`config.mk`:
```
export PLATFORM = sky130hd
export DESIGN_NAME = i2c_busy_monitor
export DESIGN_NICKNAME = d
export VERILOG_FILES = /design/src/rtl/i2c_busy_pkg.sv /design/src/rtl/busy_line_sync.sv /design/src/rtl/busy_cond_detect.sv /design/src/rtl/busy_idle_timer.sv /design/src/rtl/i2c_busy_monitor.sv
export SDC_FILE = /design/constraint.sdc
export NUM_CORES = 1
export LEC_CHECK = 0
export BUFFER_PORTS_ARGS = -buffer_cell sky130_fd_sc_hd__buf_2
export CAP_MARGIN = 30
export CORE_MARGIN = 5
export CORE_UTILIZATION = 30
export DETAILED_ROUTE_END_ITERATION = 7
export PLACE_DENSITY = 0.47
export SETUP_SLACK_MARGIN = 0.15
export SLEW_MARGIN = 20
export SYNTH_ARGS = -nofsm -noshare
export SYNTH_HDL_FRONTEND = slang
export SYNTH_HIERARCHICAL = 1
export SYNTH_SLANG_ARGS = --single-unit
export TNS_END_PERCENT = 50
```
`constraint.sdc`:
```
create_clock -name clk -period 4.3 [get_ports clk]
set_input_delay 0.86 -clock clk [delete_from_list [all_inputs] [get_ports clk]]
set_output_delay 0.86 -clock clk [all_outputs]
set_load 0.005 [all_outputs]
```
`src/rtl/i2c_busy_pkg.sv`:
```
package i2c_busy_pkg;

  // Idle window in clock cycles from clock frequency and timeout in microseconds
  function automatic int busy_idle_cycles(input longint clk_hz, input longint timeout_us);
    longint prod;
    prod = (clk_hz * timeout_us) / 64'sd1000000;
    if (prod < 2) prod = 2;
    return int'(prod);
  endfunction

  // Counter width able to hold values 0 .. n-1
  function automatic int busy_cnt_width(input int n);
    return (n < 2) ? 1 : $clog2(n);
  endfunction

endpackage

```
`src/rtl/busy_line_sync.sv`:
```
module busy_line_sync #(
  parameter int W      = 2,
  parameter int STAGES = 2
) (
  input  logic         clk,
  input  logic         rst,
  input  logic [W-1:0] d_in,
  output logic [W-1:0] q_out
);
  logic [W-1:0] chain [STAGES];

  // Idle-high bus: every stage resets to all ones
  always_ff @(posedge clk) begin
    if (rst) chain[0] <= '1;
    else     chain[0] <= d_in;
  end

  for (genvar s = 1; s < STAGES; s++) begin : g_stage
    always_ff @(posedge clk) begin
      if (rst) chain[s] <= '1;
      else     chain[s] <= chain[s-1];
    end
  end

  assign q_out = chain[STAGES-1];
endmodule

```
`src/rtl/busy_cond_detect.sv`:
```
module busy_cond_detect (
  input  logic clk,
  input  logic rst,
  input  logic scl_s,
  input  logic sda_s,
  output logic start_evt,
  output logic stop_evt,
  output logic scl_low
);
  logic scl_q, sda_q;

  always_ff @(posedge clk) begin
    if (rst) begin
      scl_q <= 1'b1;
      sda_q <= 1'b1;
    end else begin
      scl_q <= scl_s;
      sda_q <= sda_s;
    end
  end

  // Conditions count only when SCL is high on both samples
  assign start_evt = scl_q & scl_s & sda_q & ~sda_s;
  assign stop_evt  = scl_q & scl_s & ~sda_q & sda_s;
  assign scl_low   = ~scl_s;
endmodule

```
`src/rtl/busy_idle_timer.sv`:
```
module busy_idle_timer #(
  parameter int IDLE_CYCLES = 6250
) (
  input  logic clk,
  input  logic rst,
  input  logic run,
  output logic expire
);
  import i2c_busy_pkg::*;
  localparam int CW = busy_cnt_width(IDLE_CYCLES);
  localparam logic [CW-1:0] LAST = CW'(IDLE_CYCLES - 1);

  logic [CW-1:0] cnt;

  assign expire = run && (cnt == LAST);

  always_ff @(posedge clk) begin
    if (rst)             cnt <= '0;
    else if (!run)       cnt <= '0;
    else if (cnt == LAST) cnt <= '0;
    else                 cnt <= cnt + 1'b1;
  end
endmodule

```
`src/rtl/i2c_busy_monitor.sv`:
```
module i2c_busy_monitor #(
  parameter longint CLK_FREQ_HZ     = 125000000,
  parameter longint IDLE_TIMEOUT_US = 50,
  parameter int     SYNC_STAGES     = 2
) (
  input  logic clk,
  input  logic rst,
  input  logic scl_in,
  input  logic sda_in,
  output logic busy_o
);
  import i2c_busy_pkg::*;
  localparam int IDLE_CYCLES = busy_idle_cycles(CLK_FREQ_HZ, IDLE_TIMEOUT_US);

  logic [1:0] lines_s;
  logic       scl_s, sda_s;
  logic       start_evt, stop_evt, scl_low;
  logic       timeout_evt;
  logic       busy_q;

  busy_line_sync #(.W(2), .STAGES(SYNC_STAGES)) u_sync (
    .clk   (clk),
    .rst   (rst),
    .d_in  ({scl_in, sda_in}),
    .q_out (lines_s)
  );
  assign scl_s = lines_s[1];
  assign sda_s = lines_s[0];

  busy_cond_detect u_det (
    .clk       (clk),
    .rst       (rst),
    .scl_s     (scl_s),
    .sda_s     (sda_s),
    .start_evt (start_evt),
    .stop_evt  (stop_evt),
    .scl_low   (scl_low)
  );

  busy_idle_timer #(.IDLE_CYCLES(IDLE_CYCLES)) u_timer (
    .clk    (clk),
    .rst    (rst),
    .run    (busy_q & scl_s),
    .expire (timeout_evt)
  );

  // Setting wins; clearing sources need SCL high so they never collide with scl_low
  always_ff @(posedge clk) begin
    if (rst)                           busy_q <= 1'b0;
    else if (start_evt || scl_low)     busy_q <= 1'b1;
    else if (stop_evt || timeout_evt)  busy_q <= 1'b0;
  end

  assign busy_o = busy_q;
endmodule

```
After elaboration in Yosys (flattened, before gate mapping)
Memories as Yosys holds them, arrays and structs flattened. Index checks and enable logic that the tools add are counted.

Eq/ne operators: 1. Multiplexer cells: 7. Add/subtract/negate cells: 1. Bitwise gates (word level): 12. Reduce and logical (&&, ||, !) cells: 5.

Operators by type and width (count): 13-bit by 1-bit adder with 13-bit output, second input constant (1); 13-bit equality test, second input constant (1); 1-bit bitwise AND (6); 1-bit 2-to-1 mux (5); 2-bit 2-to-1 mux (2); 1-bit inverter (4); 3-bit OR reduction (1); 1-bit logical OR (2); 1-bit bitwise OR (2); 2-bit nonzero test (1); 1-bit logical AND (1).

Output and inout bits: 1. Bits in writable memories: 4. Memories: 1. Word-level logic and storage cells: 31. Bits of input ports: 4. Bits in registers: 16.

Memories: u_sync.chain (words 2, bits a word 2, rd ports 2, clocked after memory_dff 0, write ports 2, line busy_line_sync.sv:10) `logic [W-1:0] chain [STAGES];`.

Logic depth before layout (Yosys ltp)
Gate-level depths: netlist of the first run.

Depth in word-level cells: 6. Mapped depth: 6. Mapped depth without buffers: 6.

Hierarchy
Netlist of the first run, hierarchy kept.

Modules (own cells, without submodules): busy_idle_timer (cells an instance 71, times used 1, area an instance 646.9 um^2); busy_line_sync (cells an instance 8, times used 1, area an instance 105.1 um^2); busy_cond_detect (cells an instance 7, times used 1, area an instance 76.3 um^2); i2c_busy_monitor (cells an instance 5, times used 1, area an instance 43.8 um^2).

Worst setup path before layout of the first run
No wires, ideal clock.

Kind: reg-to-reg. Start point: reg u_timer.cnt[2]. End point: reg u_timer.cnt[10]. Cell stages (with the launch flop): 6. Slack: 2.843 ns. Data required time: 4.175 ns. Library setup time: 0.125 ns. Period minus slack after synthesis: 1.457 ns. Data arrival time: 1.331 ns. Buffers on the path: 2. Path through: dfxtp_1 -> buf_6 -> or4b_4 -> o31ai_4 -> buf_6 -> a21oi_1.

Longest elaborated chain between the ends: 2. Elaborated cells on any way between the ends: 3. Classes of those cells: add/sub: 1; eq/ne: 1; reduce/logical: 1.

Ends and longest elaborated chain: from (decl) (line busy_idle_timer.sv:13) `logic [CW-1:0] cnt;`; from (signal assigned) (line busy_idle_timer.sv:21) `else cnt <= cnt + 1'b1;`; branches (longest 2 deep; another with 13-bit by 1-bit adder with 13-bit output).

Parallel ways; which one is timed is not known. A chain may end at the register's enable or synchronous reset.

Worst setup path in the final report of the first run
Start point: reg u_timer.cnt[3]. End point: reg u_timer.cnt[5].

Same word-level chain as after synthesis.

==> qor.json, run 1 <==
{
  "outcome": {"value": "finished clean"},
  "antennaDiodeCount": {"value": 0},
  "grt_start_max_net_pins": {"value": 14},
  "hold_path.class": {"value": "flop to flop"},
  "numCtsBuffers": {"value": 3},
  "ctsResizeCount": {"value": 0},
  "timing.critical_path.slowest_stage_cell": {"value": "sky130_fd_sc_hd__or4b_4"},
  "cts-htree-levels": {"value": 1},
  "post_synth_num_cell_types": {"value": 25},
  "global_route.overflow_total": {"value": 0},
  "post-dp-hpwl": {"value": 1030, "unit": "um"},
  "row_count": {"value": 19},
  "netlist_top_cells_area": {"value": "sky130_fd_sc_hd__dfxtp_1 (46%), sky130_fd_sc_hd__a21oi_1 (5.2%), sky130_fd_sc_hd__o31ai_1 (4.3%), sky130_fd_sc_hd__or2_1 (4.3%), sky130_fd_sc_hd__or4_1 (4.3%)"},
  "synth-async-reset-ratio": {"value": 0, "unit": "%"},
  "sum_of_buffers_and_inverters_on_the_critical_path": {"value": 0},
  "cells_along_the_critical_path": {"value": "or4b_4 -> o31ai_4 -> a21oi_1"},
  "place.gp.congestion": {"value": 0.714},
  "synth_seq_cells": {"value": 20},
  "antenna_found_initial": {"value": 0},
  "globalRouteMet1Util": {"value": 8.50, "unit": "%"},
  "postSynthAreaPerCell": {"value": 9.58, "unit": "sq um"},
  "worst_setup_path_end_kind": {"value": "flop"},
  "top_level_pins": {"value": 5},
  "cp-start-kind": {"value": "flop"},
  "grt_pass1_vias": {"value": 600},
  "yosysSeqAreaShare": {"value": 45.9, "unit": "%"},
  "clk-insertion-delay-late": {"value": 0.30, "unit": "ns"},
  "synth_largest_area_cell": {"value": "sky130_fd_sc_hd__dfxtp_1"},
  "coreArea": {"value": 2780, "unit": "sq um"},
  "layout-area-overhead-vs-synth": {"value": 10.2, "unit": "%"},
  "cts_tree": {"value": "yes"},
  "buffer_ports.inserted": {"value": 4},
  "detail_route.drc_violations": {"value": 0},
  "post_synth_inst_count": {"value": 91},
  "worst_pin_slew": {"value": 0.582, "unit": "ns"},
  "timing.critical_path.slowest_cell_delay": {"value": 0.51, "unit": "ns"},
  "die_h": {"value": 63.9, "unit": "um"},
  "grtUsageMet3": {"value": 1.58, "unit": "%"},
  "drt_first_iter_violations": {"value": 29},
  "skew": {"value": 0.0102, "unit": "ns"},
  "cts.sink_count": {"value": 20},
  "internal_power": {"value": 0.288, "unit": "mW"},
  "cts.root.buffer_cell": {"value": "sky130_fd_sc_hd__clkbuf_4"},
  "synth_top_area_share": {"value": 45.9, "unit": "%"},
  "syn-num-nets": {"value": 97},
  "total_switching_power": {"value": 0.0646, "unit": "mW"},
  "period_needed": {"value": 1.67, "unit": "ns"},
  "initial_core_util": {"value": 31.4, "unit": "%"},
  "final.fill_count": {"value": 274},
  "global_route.usage.met2": {"value": 12.2, "unit": "%"},
  "slew_headroom": {"value": 61.2, "unit": "%"},
  "critical_path_arrival": {"value": 1.83, "unit": "ns"},
  "sw_frac_of_total": {"value": 18.3, "unit": "%"},
  "avgRoutedWirePerCell": {"value": 10.9, "unit": "um"},
  "grt_first_pass_wirelength": {"value": 2440, "unit": "um"},
  "timing.final.max_slew_violations": {"value": 0},
  "drive_above_1_share": {"value": 10.3, "unit": "%"},
  "cts.clk_slew.worst_paths": {"value": 0.12, "unit": "ns"},
  "yosys_most_used_dff": {"value": "sky130_fd_sc_hd__dfxtp_1"},
  "power.sequential.fraction": {"value": 54.1, "unit": "%"},
  "critPathTopFamily": {"value": "compound AO/OA/AOI/OAI gates"},
  "ys.warnings.count": {"value": 6},
  "min_period_over_period": {"value": 38.9, "unit": "%"},
  "num_vias": {"value": 657},
  "cts_setup_buffers": {"value": 0},
  "track_usage": {"value": 7.36, "unit": "%"},
  "dieArea": {"value": 4090, "unit": "sq um"},
  "number_of_failing_setup_endpoints_in_the_final_timing_report": {"value": 0},
  "timing.critical_path.fanout_max": {"value": 13},
  "synth-edff-count": {"value": 0},
  "ir_worst_vdd": {"value": 0.153, "unit": "mV"},
  "final_total_negative_setup_slack": {"value": 0, "unit": "ns"},
  "detail_route.first_pass.iterations": {"value": 4},
  "syn_area": {"value": 872, "unit": "sq um"},
  "share_clk_of_total_power": {"value": 43.0, "unit": "%"},
  "p_comb_share": {"value": 3.0, "unit": "%"},
  "avgViaCountPerCell": {"value": 5.13},
  "maxCapViolCount": {"value": 0},
  "final_nets": {"value": 104},
  "yosys-top-cells-count": {"value": "sky130_fd_sc_hd__dfxtp_1 (20), sky130_fd_sc_hd__a21oi_1 (9), sky130_fd_sc_hd__nor2_1 (6), sky130_fd_sc_hd__or2_1 (6)"},
  "crit_required": {"value": 4.46, "unit": "ns"},
  "cellPowerDensity": {"value": 367, "unit": "nW/um^2"},
  "leakage_power": {"value": 0.302, "unit": "nW"},
  "hold_violations": {"value": 0},
  "timing_worst_setup_path_type": {"value": "flop to flop"},
  "post_layout_utilization_of_the_core": {"value": 34.5, "unit": "%"},
  "drt.antenna.violating_nets": {"value": 0},
  "max-clock-path-buffers": {"value": 2},
  "die_width": {"value": 63.9, "unit": "um"},
  "post-synth-top-count-cell": {"value": "sky130_fd_sc_hd__dfxtp_1"},
  "ctsHoldBuffers": {"value": 0},
  "max_clock_freq": {"value": 0.598, "unit": "GHz"},
  "postRouteWirelength": {"value": 1400, "unit": "um"},
  "grt_peak_use_layer": {"value": "met2"},
  "grt_setup_unrepaired": {"value": "false"}
}
[registers in the layout, indices dropped and copies added, names as in the netlist]
register and cells:
u_sync/chain 4, u_det/sda_q 1, u_timer/cnt 13, busy_o 1, u_det/scl_q 1
[worst paths after layout]
kind                      startpoint                  to  slack (ns)  cells past startpoint
setup / recovery      u_timer/cnt[3]      u_timer/cnt[5]        2.63                      3
hold / removal    u_sync/chain[0][0]  u_sync/chain[1][0]        0.42                      1
setup reg to reg      u_timer/cnt[3]      u_timer/cnt[5]        2.63                      3
hold reg to reg   u_sync/chain[0][0]  u_sync/chain[1][0]        0.42                      1
[kinds of logic after synthesis]
kind of cell / synth area share, %
buf+inv: 4.73
fa+ha+maj: 2.87
compound gates: 13.6
simple gates: 29.8
flops: 45.9
xor+xnor: 3.01
[layer usage]
metal	share of wire (%)	vias up
li1	-	345
met2	45	3
met1	51	307
met5	0	-
met4	1.4	0
met3	2.6	2
[stage by stage]
step | worst slack, ns | power [mW] | instance area [sq um] | cells | hold WS [ns]
3_5_place_dp | 2.65 | 0.206 | 908 | 124 | 0.395
5_1_grt | 2.52 | 0.369 | 961 | 128 | 0.446
6_report | 2.63 | 0.353 | 961 | 128 | 0.421
4_1_cts | 2.63 | 0.359 | 961 | 128 | 0.425
2_1_floorplan | 2.84 | 0.202 | 872 | 91 | 0.383
3_3_place_gp | 2.67 | 0.206 | 908 | 124 | 0.386
[power by group through the flow]
stage,registers (mW),logic (mW),clock network [mW]
after floorplan,0.195,0.00755,0
after global placement,0.195,0.0106,0
after detailed placement,0.195,0.0106,0
after CTS,0.191,0.0105,0.157
after global routing,0.192,0.0121,0.165
final,0.191,0.0104,0.152
[cells in the final DEF (no fill, tap or decap), types with 3 or more instances in the layout]
| master | n |
|---|---|
| sky130_fd_sc_hd__or4_1 | 5 |
| sky130_fd_sc_hd__nor2_1 | 6 |
| sky130_fd_sc_hd__nand2_1 | 3 |
| sky130_fd_sc_hd__o21ai_0 | 3 |
| sky130_fd_sc_hd__or2_1 | 6 |
| sky130_fd_sc_hd__nand4_1 | 4 |
| sky130_fd_sc_hd__dfxtp_1 | 20 |
| sky130_fd_sc_hd__a21oi_1 | 9 |
| sky130_fd_sc_hd__inv_1 | 5 |
| sky130_fd_sc_hd__buf_2 | 4 |
| sky130_fd_sc_hd__clkbuf_4 | 3 |
| sky130_fd_sc_hd__or3_1 | 3 |
| sky130_fd_sc_hd__nand3_1 | 5 |
| sky130_fd_sc_hd__o31ai_1 | 5 |
[area by class of cell]
class | instances | area [sq um] | area share, %
clock buffer | 3 | 22.5 | 2.34
clock inverter | 1 | 30.0 | 3.12
inverter | 5 | 18.8 | 1.95
multi-input combinational | 64 | 430 | 44.8
sequential | 20 | 400 | 41.7
tap | 31 | 38.8 | 4.04
timing repair buffer | 4 | 20.0 | 2.08
Note: power is estimated with default switching activity, not from simulation.
==> inputs of run 2 (changes only) <==
==> constraint.sdc (replaced) <==
create_clock -name clk -period 1.6 [get_ports clk]
set_input_delay 0.32 -clock clk [delete_from_list [all_inputs] [get_ports clk]]
set_output_delay 0.32 -clock clk [all_outputs]
set_load 0.005 [all_outputs]
==> run 2 against run 1 <==
Against the previous run: power rose to 2.7 times the previous value; sequential cell count did not move; critical endpoint is now u_timer/cnt[4]; largest cell class unchanged; clock skew shrank 0.0061 ns; critical path depth up 1; highest routed layer unchanged.
==> qor.json, run 2 (synthesized netlist as in run 1, its figures left out) <==
{
  "outcome": {"value": "finished clean"},
  "die_width": {"value": 63.9, "unit": "um"},
  "grt_start_max_net_pins": {"value": 14},
  "max-clock-path-buffers": {"value": 2},
  "drive_above_1_share": {"value": 28.7, "unit": "%"},
  "final_cell_mix": {"value": "sky130_fd_sc_hd__dfxtp_1 (16), sky130_fd_sc_hd__buf_4 (10), sky130_fd_sc_hd__a21oi_1 (8)"},
  "avgRoutedWirePerCell": {"value": 12.5, "unit": "um"},
  "holdWs": {"value": 0.192, "unit": "ns"},
  "numCtsBuffers": {"value": 3},
  "max_clock_freq": {"value": 0.693, "unit": "GHz"},
  "cts-htree-levels": {"value": 1},
  "timing_worst_setup_path_type": {"value": "flop to flop"},
  "number_of_failing_setup_endpoints_in_the_final_timing_report": {"value": 0},
  "cellPowerDensity": {"value": 856, "unit": "nW/um^2"},
  "critical_path_arrival": {"value": 1.65, "unit": "ns"},
  "reg2regPathDepth": {"value": 4},
  "critPathTopFamily": {"value": "simple AND/OR/NAND/NOR gates"},
  "leakage_power": {"value": 0.365, "unit": "nW"},
  "detail_route.first_pass.iterations": {"value": 4},
  "coreArea": {"value": 2780, "unit": "sq um"},
  "final.fill_count": {"value": 290},
  "detail_route.drc_violations": {"value": 0},
  "worst_setup_path_end_kind": {"value": "flop"},
  "buffer_ports.inserted": {"value": 4},
  "maxCapViolCount": {"value": 0},
  "skew": {"value": 0.00416, "unit": "ns"},
  "timing.final.max_slew_violations": {"value": 0},
  "ctsHoldBuffers": {"value": 0},
  "final_total_negative_setup_slack": {"value": 0, "unit": "ns"},
  "r2r_end": {"value": "u_timer/cnt[4]"},
  "antennaDiodeCount": {"value": 0},
  "ir_worst_vdd": {"value": 0.520, "unit": "mV"},
  "sum_of_buffers_and_inverters_on_the_critical_path": {"value": 1},
  "num_vias": {"value": 729},
  "path_depth": {"value": 4},
  "cp-start-kind": {"value": "flop"},
  "drt_first_iter_violations": {"value": 25},
  "post_layout_utilization_of_the_core": {"value": 40.6, "unit": "%"},
  "largestRegisters": {"value": "u_timer/cnt: 13 flops, u_sync/chain: 4 flops"},
  "cts.clk_slew.worst_paths": {"value": 0.12, "unit": "ns"},
  "place.gp.congestion": {"value": 0.691},
  "hold_path.class": {"value": "input pin to flop"},
  "clk-insertion-delay-late": {"value": 0.30, "unit": "ns"},
  "period_needed": {"value": 1.44, "unit": "ns"},
  "hold_violations": {"value": 0},
  "antenna_found_initial": {"value": 0},
  "avgViaCountPerCell": {"value": 5.24},
  "final_nets": {"value": 115},
  "cts.root.buffer_cell": {"value": "sky130_fd_sc_hd__clkbuf_4"},
  "min_period_over_period": {"value": 90.2, "unit": "%"},
  "initial_core_util": {"value": 31.4, "unit": "%"},
  "timing.reg2reg.setup_slack": {"value": 0.16, "unit": "ns"},
  "grt_first_pass_wirelength": {"value": 3190, "unit": "um"},
  "finish.instance_area": {"value": 1130, "unit": "sq um"},
  "launching_element_of_the_worst_setup_path": {"value": "u_timer/cnt[7]"},
  "place_area": {"value": 951, "unit": "sq um"},
  "slew_headroom": {"value": 80.7, "unit": "%"},
  "global_route.overflow_total": {"value": 0},
  "largest_register_ffs": {"value": 13},
  "timing.critical_path.slowest_cell_delay": {"value": 0.56, "unit": "ns"},
  "post-dp-hpwl": {"value": 1170, "unit": "um"},
  "die_h": {"value": 63.9, "unit": "um"},
  "cts.sink_count": {"value": 20},
  "track_usage": {"value": 9.63, "unit": "%"},
  "dieArea": {"value": 4090, "unit": "sq um"},
  "cts_tree": {"value": "yes"},
  "top_level_pins": {"value": 5},
  "top_register": {"value": "u_timer/cnt"},
  "grt_setup_unrepaired": {"value": "true"},
  "timing.critical_path.fanout_max": {"value": 13},
  "drt.antenna.violating_nets": {"value": 0},
  "row_count": {"value": 19},
  "crit_required": {"value": 1.80, "unit": "ns"},
  "cells_along_the_critical_path": {"value": "or4b_4 -> o31ai_4 -> buf_12 -> nor2_1"},
  "timing.rr.start": {"value": "u_timer/cnt[7]"},
  "layout-area-overhead-vs-synth": {"value": 29.4, "unit": "%"},
  "min_path_cells": {"value": 2},
  "layout.cells.most_common": {"value": "sky130_fd_sc_hd__dfxtp_1"},
  "timing.critical_path.slowest_stage_cell": {"value": "sky130_fd_sc_hd__or4b_4"},
  "grt_pass1_vias": {"value": 743},
  "postRouteWirelength": {"value": 1740, "unit": "um"},
  "timing.critical_path.to": {"value": "u_timer/cnt[4]"},
  "worst_pin_slew": {"value": 0.290, "unit": "ns"}
}
==> run 2: cell types whose count changed in the layout (fill, tap and decap cells not counted), moves of 2 or more <==
cell and delta:
sky130_fd_sc_hd__buf_4 +10, sky130_fd_sc_hd__dfxtp_1 -4, sky130_fd_sc_hd__dfxtp_2 +2, sky130_fd_sc_hd__dfxtp_4 +2, sky130_fd_sc_hd__o31ai_1 -2, sky130_fd_sc_hd__o31ai_4 +2
==> run 2: stage by stage <==
step / setup slack, ns / power (mW) / cells
3_5_place_dp: 0.00626 / 0.558 / 128
3_3_place_gp: 0.0895 / 0.557 / 128
4_1_cts: 0.149 / 0.977 / 138
5_1_grt: 0.0637 / 1.02 / 139
2_1_floorplan: 0.143 / 0.543 / 91
6_report: 0.157 / 0.966 / 139
==> run 2: layout make-up <==
type                    count  area [sq um]  share of cell area (%)
flip-flops and latches     20           410                    36.4
clock inverters             1          30.0                    2.66
well taps                  31          38.8                    3.44
multi-input cells          64           493                    43.7
repair buffers             15           115                    10.2
clock buffers               3          22.5                    2.00
inverters                   5          18.8                    1.66
==> run 2: what timing repair did <==
action	4_1_cts	5_1_grt
buffers inserted	6	1
setup endpoints to repair	13	14
gates resized for setup	7	9
pin swaps	4	10
==> run 2: how the worst min path moves through the flow <==
| stage | start | endpoint | slack [ns] |
|---|---|---|---|
| after floorplan | u_sync/chain[0][1] | u_sync/chain[1][1] | 0.38 |
| after global placement | u_sync/chain[0][0] | u_sync/chain[1][0] | 0.39 |
| after detailed placement | u_sync/chain[0][1] | u_sync/chain[1][1] | 0.39 |
| after CTS | scl_in | u_sync/chain[0][1] | 0.18 |
| final | sda_in | u_sync/chain[0][0] | 0.19 |
| after global routing | sda_in | u_sync/chain[0][0] | 0.18 |
==> run 2: where the power goes <==
part	leakage [nW]	switching [mW]	internal (mW)
Clock	0.0279	0.163	0.253
Sequential	0.165	0.00578	0.505
Combinational	0.172	0.0176	0.0219
==> run 2: per-layer routing <==
layer	global-route usage (%)	share of wire, %	vias to the layer above
met5	0	0	-
met1	11.0	45	355
li1	-	-	365
met4	4.68	1.1	0
met3	2.63	3.1	2
met2	16.5	51	7
==> inputs of run 3 (changes only) <==
--- a/config.mk
+++ b/config.mk
@@ -10,7 +10,6 @@
 export CORE_MARGIN = 5
 export CORE_UTILIZATION = 30
 export DETAILED_ROUTE_END_ITERATION = 7
-export PLACE_DENSITY = 0.47
 export SETUP_SLACK_MARGIN = 0.15
 export SLEW_MARGIN = 20
 export SYNTH_ARGS = -nofsm -noshare
==> constraint.sdc (replaced) <==
create_clock -name clk -period 1.49 [get_ports clk]
set_input_delay 0.298 -clock clk [delete_from_list [all_inputs] [get_ports clk]]
set_output_delay 0.298 -clock clk [all_outputs]
set_load 0.005 [all_outputs]
==> run 3 against run 2 <==
Against the previous run: sequential cell count is the same; worst setup slack lost 0.10 ns; combinational power shrank 4%; sequential power grew 7.4%; first-iteration DRC count shrank 36%.
==> qor.json, run 3 (synthesized netlist as in run 1, its figures left out) <==
{
  "detail_route.drc_violations": {"value": 0},
  "global_route.overflow_total": {"value": 0},
  "skew": {"value": 0.00515, "unit": "ns"},
  "outcome": {"value": "finished clean"},
  "min_path_cells": {"value": 2},
  "final_cells": {"value": 137},
  "cts.clk_slew.worst_paths": {"value": 0.12, "unit": "ns"},
  "design_power_total": {"value": 1.03, "unit": "mW"},
  "postRouteWirelength": {"value": 1620, "unit": "um"},
  "cts_tree": {"value": "yes"},
  "num_vias": {"value": 717},
  "detail_route.first_pass.iterations": {"value": 5},
  "timing.critical_path.fanout_max": {"value": 13},
  "layout-area-overhead-vs-synth": {"value": 22.8, "unit": "%"},
  "sw_frac_of_total": {"value": 19.3, "unit": "%"},
  "antenna_found_initial": {"value": 0},
  "die_h": {"value": 63.9, "unit": "um"},
  "drt.antenna.violating_nets": {"value": 0},
  "initial_core_util": {"value": 31.4, "unit": "%"},
  "reg2regPathDepth": {"value": 4},
  "drive_above_1_share": {"value": 24.5, "unit": "%"},
  "largestRegisters": {"value": "u_timer/cnt: 13 flops, u_sync/chain: 4 flops"},
  "cp-start-kind": {"value": "flop"},
  "coreArea": {"value": 2780, "unit": "sq um"},
  "dieArea": {"value": 4090, "unit": "sq um"},
  "grt_first_pass_wirelength": {"value": 2900, "unit": "um"},
  "finish.instance_area": {"value": 1070, "unit": "sq um"},
  "clk-insertion-delay-late": {"value": 0.30, "unit": "ns"},
  "holdWs": {"value": 0.164, "unit": "ns"},
  "cts-htree-levels": {"value": 1},
  "final_nets": {"value": 113},
  "largest_register_ffs": {"value": 13},
  "min_period_over_period": {"value": 96.3, "unit": "%"},
  "final_total_negative_setup_slack": {"value": 0, "unit": "ns"},
  "timing.final.max_slew_violations": {"value": 0},
  "max-clock-path-buffers": {"value": 2},
  "worst_setup_path_end_kind": {"value": "flop"},
  "dpl_worst_slack": {"value": -0.00728, "unit": "ns"},
  "leakage_power": {"value": 0.354, "unit": "nW"},
  "setup_slack": {"value": 0.0557, "unit": "ns"},
  "layout.cells.most_common": {"value": "sky130_fd_sc_hd__dfxtp_1"},
  "internal_power": {"value": 0.834, "unit": "mW"},
  "number_of_failing_setup_endpoints_in_the_final_timing_report": {"value": 0},
  "final.fill_count": {"value": 284},
  "cts.sink_count": {"value": 20},
  "worst_pin_slew": {"value": 0.223, "unit": "ns"},
  "row_count": {"value": 19},
  "max_clock_freq": {"value": 0.697, "unit": "GHz"},
  "critical_path_arrival": {"value": 1.63, "unit": "ns"},
  "share_clk_of_total_power": {"value": 43.2, "unit": "%"},
  "numCtsBuffers": {"value": 3},
  "slew_headroom": {"value": 85.0, "unit": "%"},
  "top_level_pins": {"value": 5},
  "hold_violations": {"value": 0},
  "cts.root.buffer_cell": {"value": "sky130_fd_sc_hd__clkbuf_4"},
  "die_width": {"value": 63.9, "unit": "um"},
  "ir_worst_vdd": {"value": 0.678, "unit": "mV"},
  "antennaDiodeCount": {"value": 0},
  "drt_first_iter_violations": {"value": 16},
  "avgViaCountPerCell": {"value": 5.23},
  "grt_pass1_vias": {"value": 646},
  "total_switching_power": {"value": 0.199, "unit": "mW"},
  "avgRoutedWirePerCell": {"value": 11.9, "unit": "um"},
  "track_usage": {"value": 8.53, "unit": "%"},
  "ctsHoldBuffers": {"value": 0},
  "maxCapViolCount": {"value": 0},
  "dp_cells": {"value": 132},
  "period_needed": {"value": 1.43, "unit": "ns"},
  "power.sequential.fraction": {"value": 53.1, "unit": "%"},
  "top_register": {"value": "u_timer/cnt"},
  "register_area": {"value": 410, "unit": "sq um"},
  "final_cell_mix": {"value": "sky130_fd_sc_hd__dfxtp_1 (16), sky130_fd_sc_hd__buf_4 (8), sky130_fd_sc_hd__a21oi_1 (7)"},
  "place_area": {"value": 981, "unit": "sq um"},
  "p_comb_share": {"value": 3.7, "unit": "%"},
  "post-dp-hpwl": {"value": 1190, "unit": "um"},
  "cellPowerDensity": {"value": 965, "unit": "nW/um^2"},
  "timing_worst_setup_path_type": {"value": "flop to flop"},
  "buffer_ports.inserted": {"value": 4},
  "grt_setup_unrepaired": {"value": "true"},
  "place.gp.congestion": {"value": 0.736},
  "multiInputGateArea": {"value": 450, "unit": "sq um"},
  "hold_path.class": {"value": "input pin to flop"},
  "crit_required": {"value": 1.69, "unit": "ns"},
  "post_layout_utilization_of_the_core": {"value": 38.5, "unit": "%"},
  "grt_start_max_net_pins": {"value": 14}
}
run 3: power groups by stage:
stage / combinational (mW) / sequential [mW] / clock [mW]
6_report: 0.0379 / 0.549 / 0.447
5_1_grt: 0.0436 / 0.551 / 0.485
4_1_cts: 0.0367 / 0.550 / 0.454
3_3_place_gp: 0.0356 / 0.562 / 0
3_5_place_dp: 0.0366 / 0.563 / 0
2_1_floorplan: 0.0218 / 0.562 / 0
run 3: worst max-delay path, stage by stage (launching register included):
cell and delay (ns):
sky130_fd_sc_hd__dfxtp_2 0.34, sky130_fd_sc_hd__or4b_4 0.55, sky130_fd_sc_hd__o31ai_4 0.22, sky130_fd_sc_hd__buf_12 0.17, sky130_fd_sc_hd__a21oi_1 0.04
run 3: timing repair:
item                                    CTS  global route
endpoints found under the setup margin   14            14
gates resized for setup                   3             7
pin swaps                                 2             3
setup buffers                             0             1
run 3: area by class of cell:
class	instances	share of cell area, %
multi-input cells	64	42.1
flip-flops and latches	20	38.3
repair buffers	13	9.35
well taps	31	3.62
clock inverters	1	2.80
clock buffers	3	2.10
inverters	5	1.75
run 3: per-layer routing:
layer | global-route usage, % | routed length, um | share of wire [%]
met2 | 13.8 | 796 | 49
met1 | 11.2 | 751 | 46
met5 | 0 | 0 | 0
met4 | 2.34 | 10 | 0.62
met3 | 2.10 | 66 | 4.1
run 3: path summary, 6_finish.rpt:
kind	to	slack, ns	start
hold / removal	u_sync/chain[0][0]	0.16	sda_in
setup reg to reg	u_timer/cnt[7]	0.06	u_timer/cnt[7]
setup / recovery	u_timer/cnt[7]	0.06	u_timer/cnt[7]
hold reg to reg	u_sync/chain[1][1]	0.42	u_sync/chain[0][1]
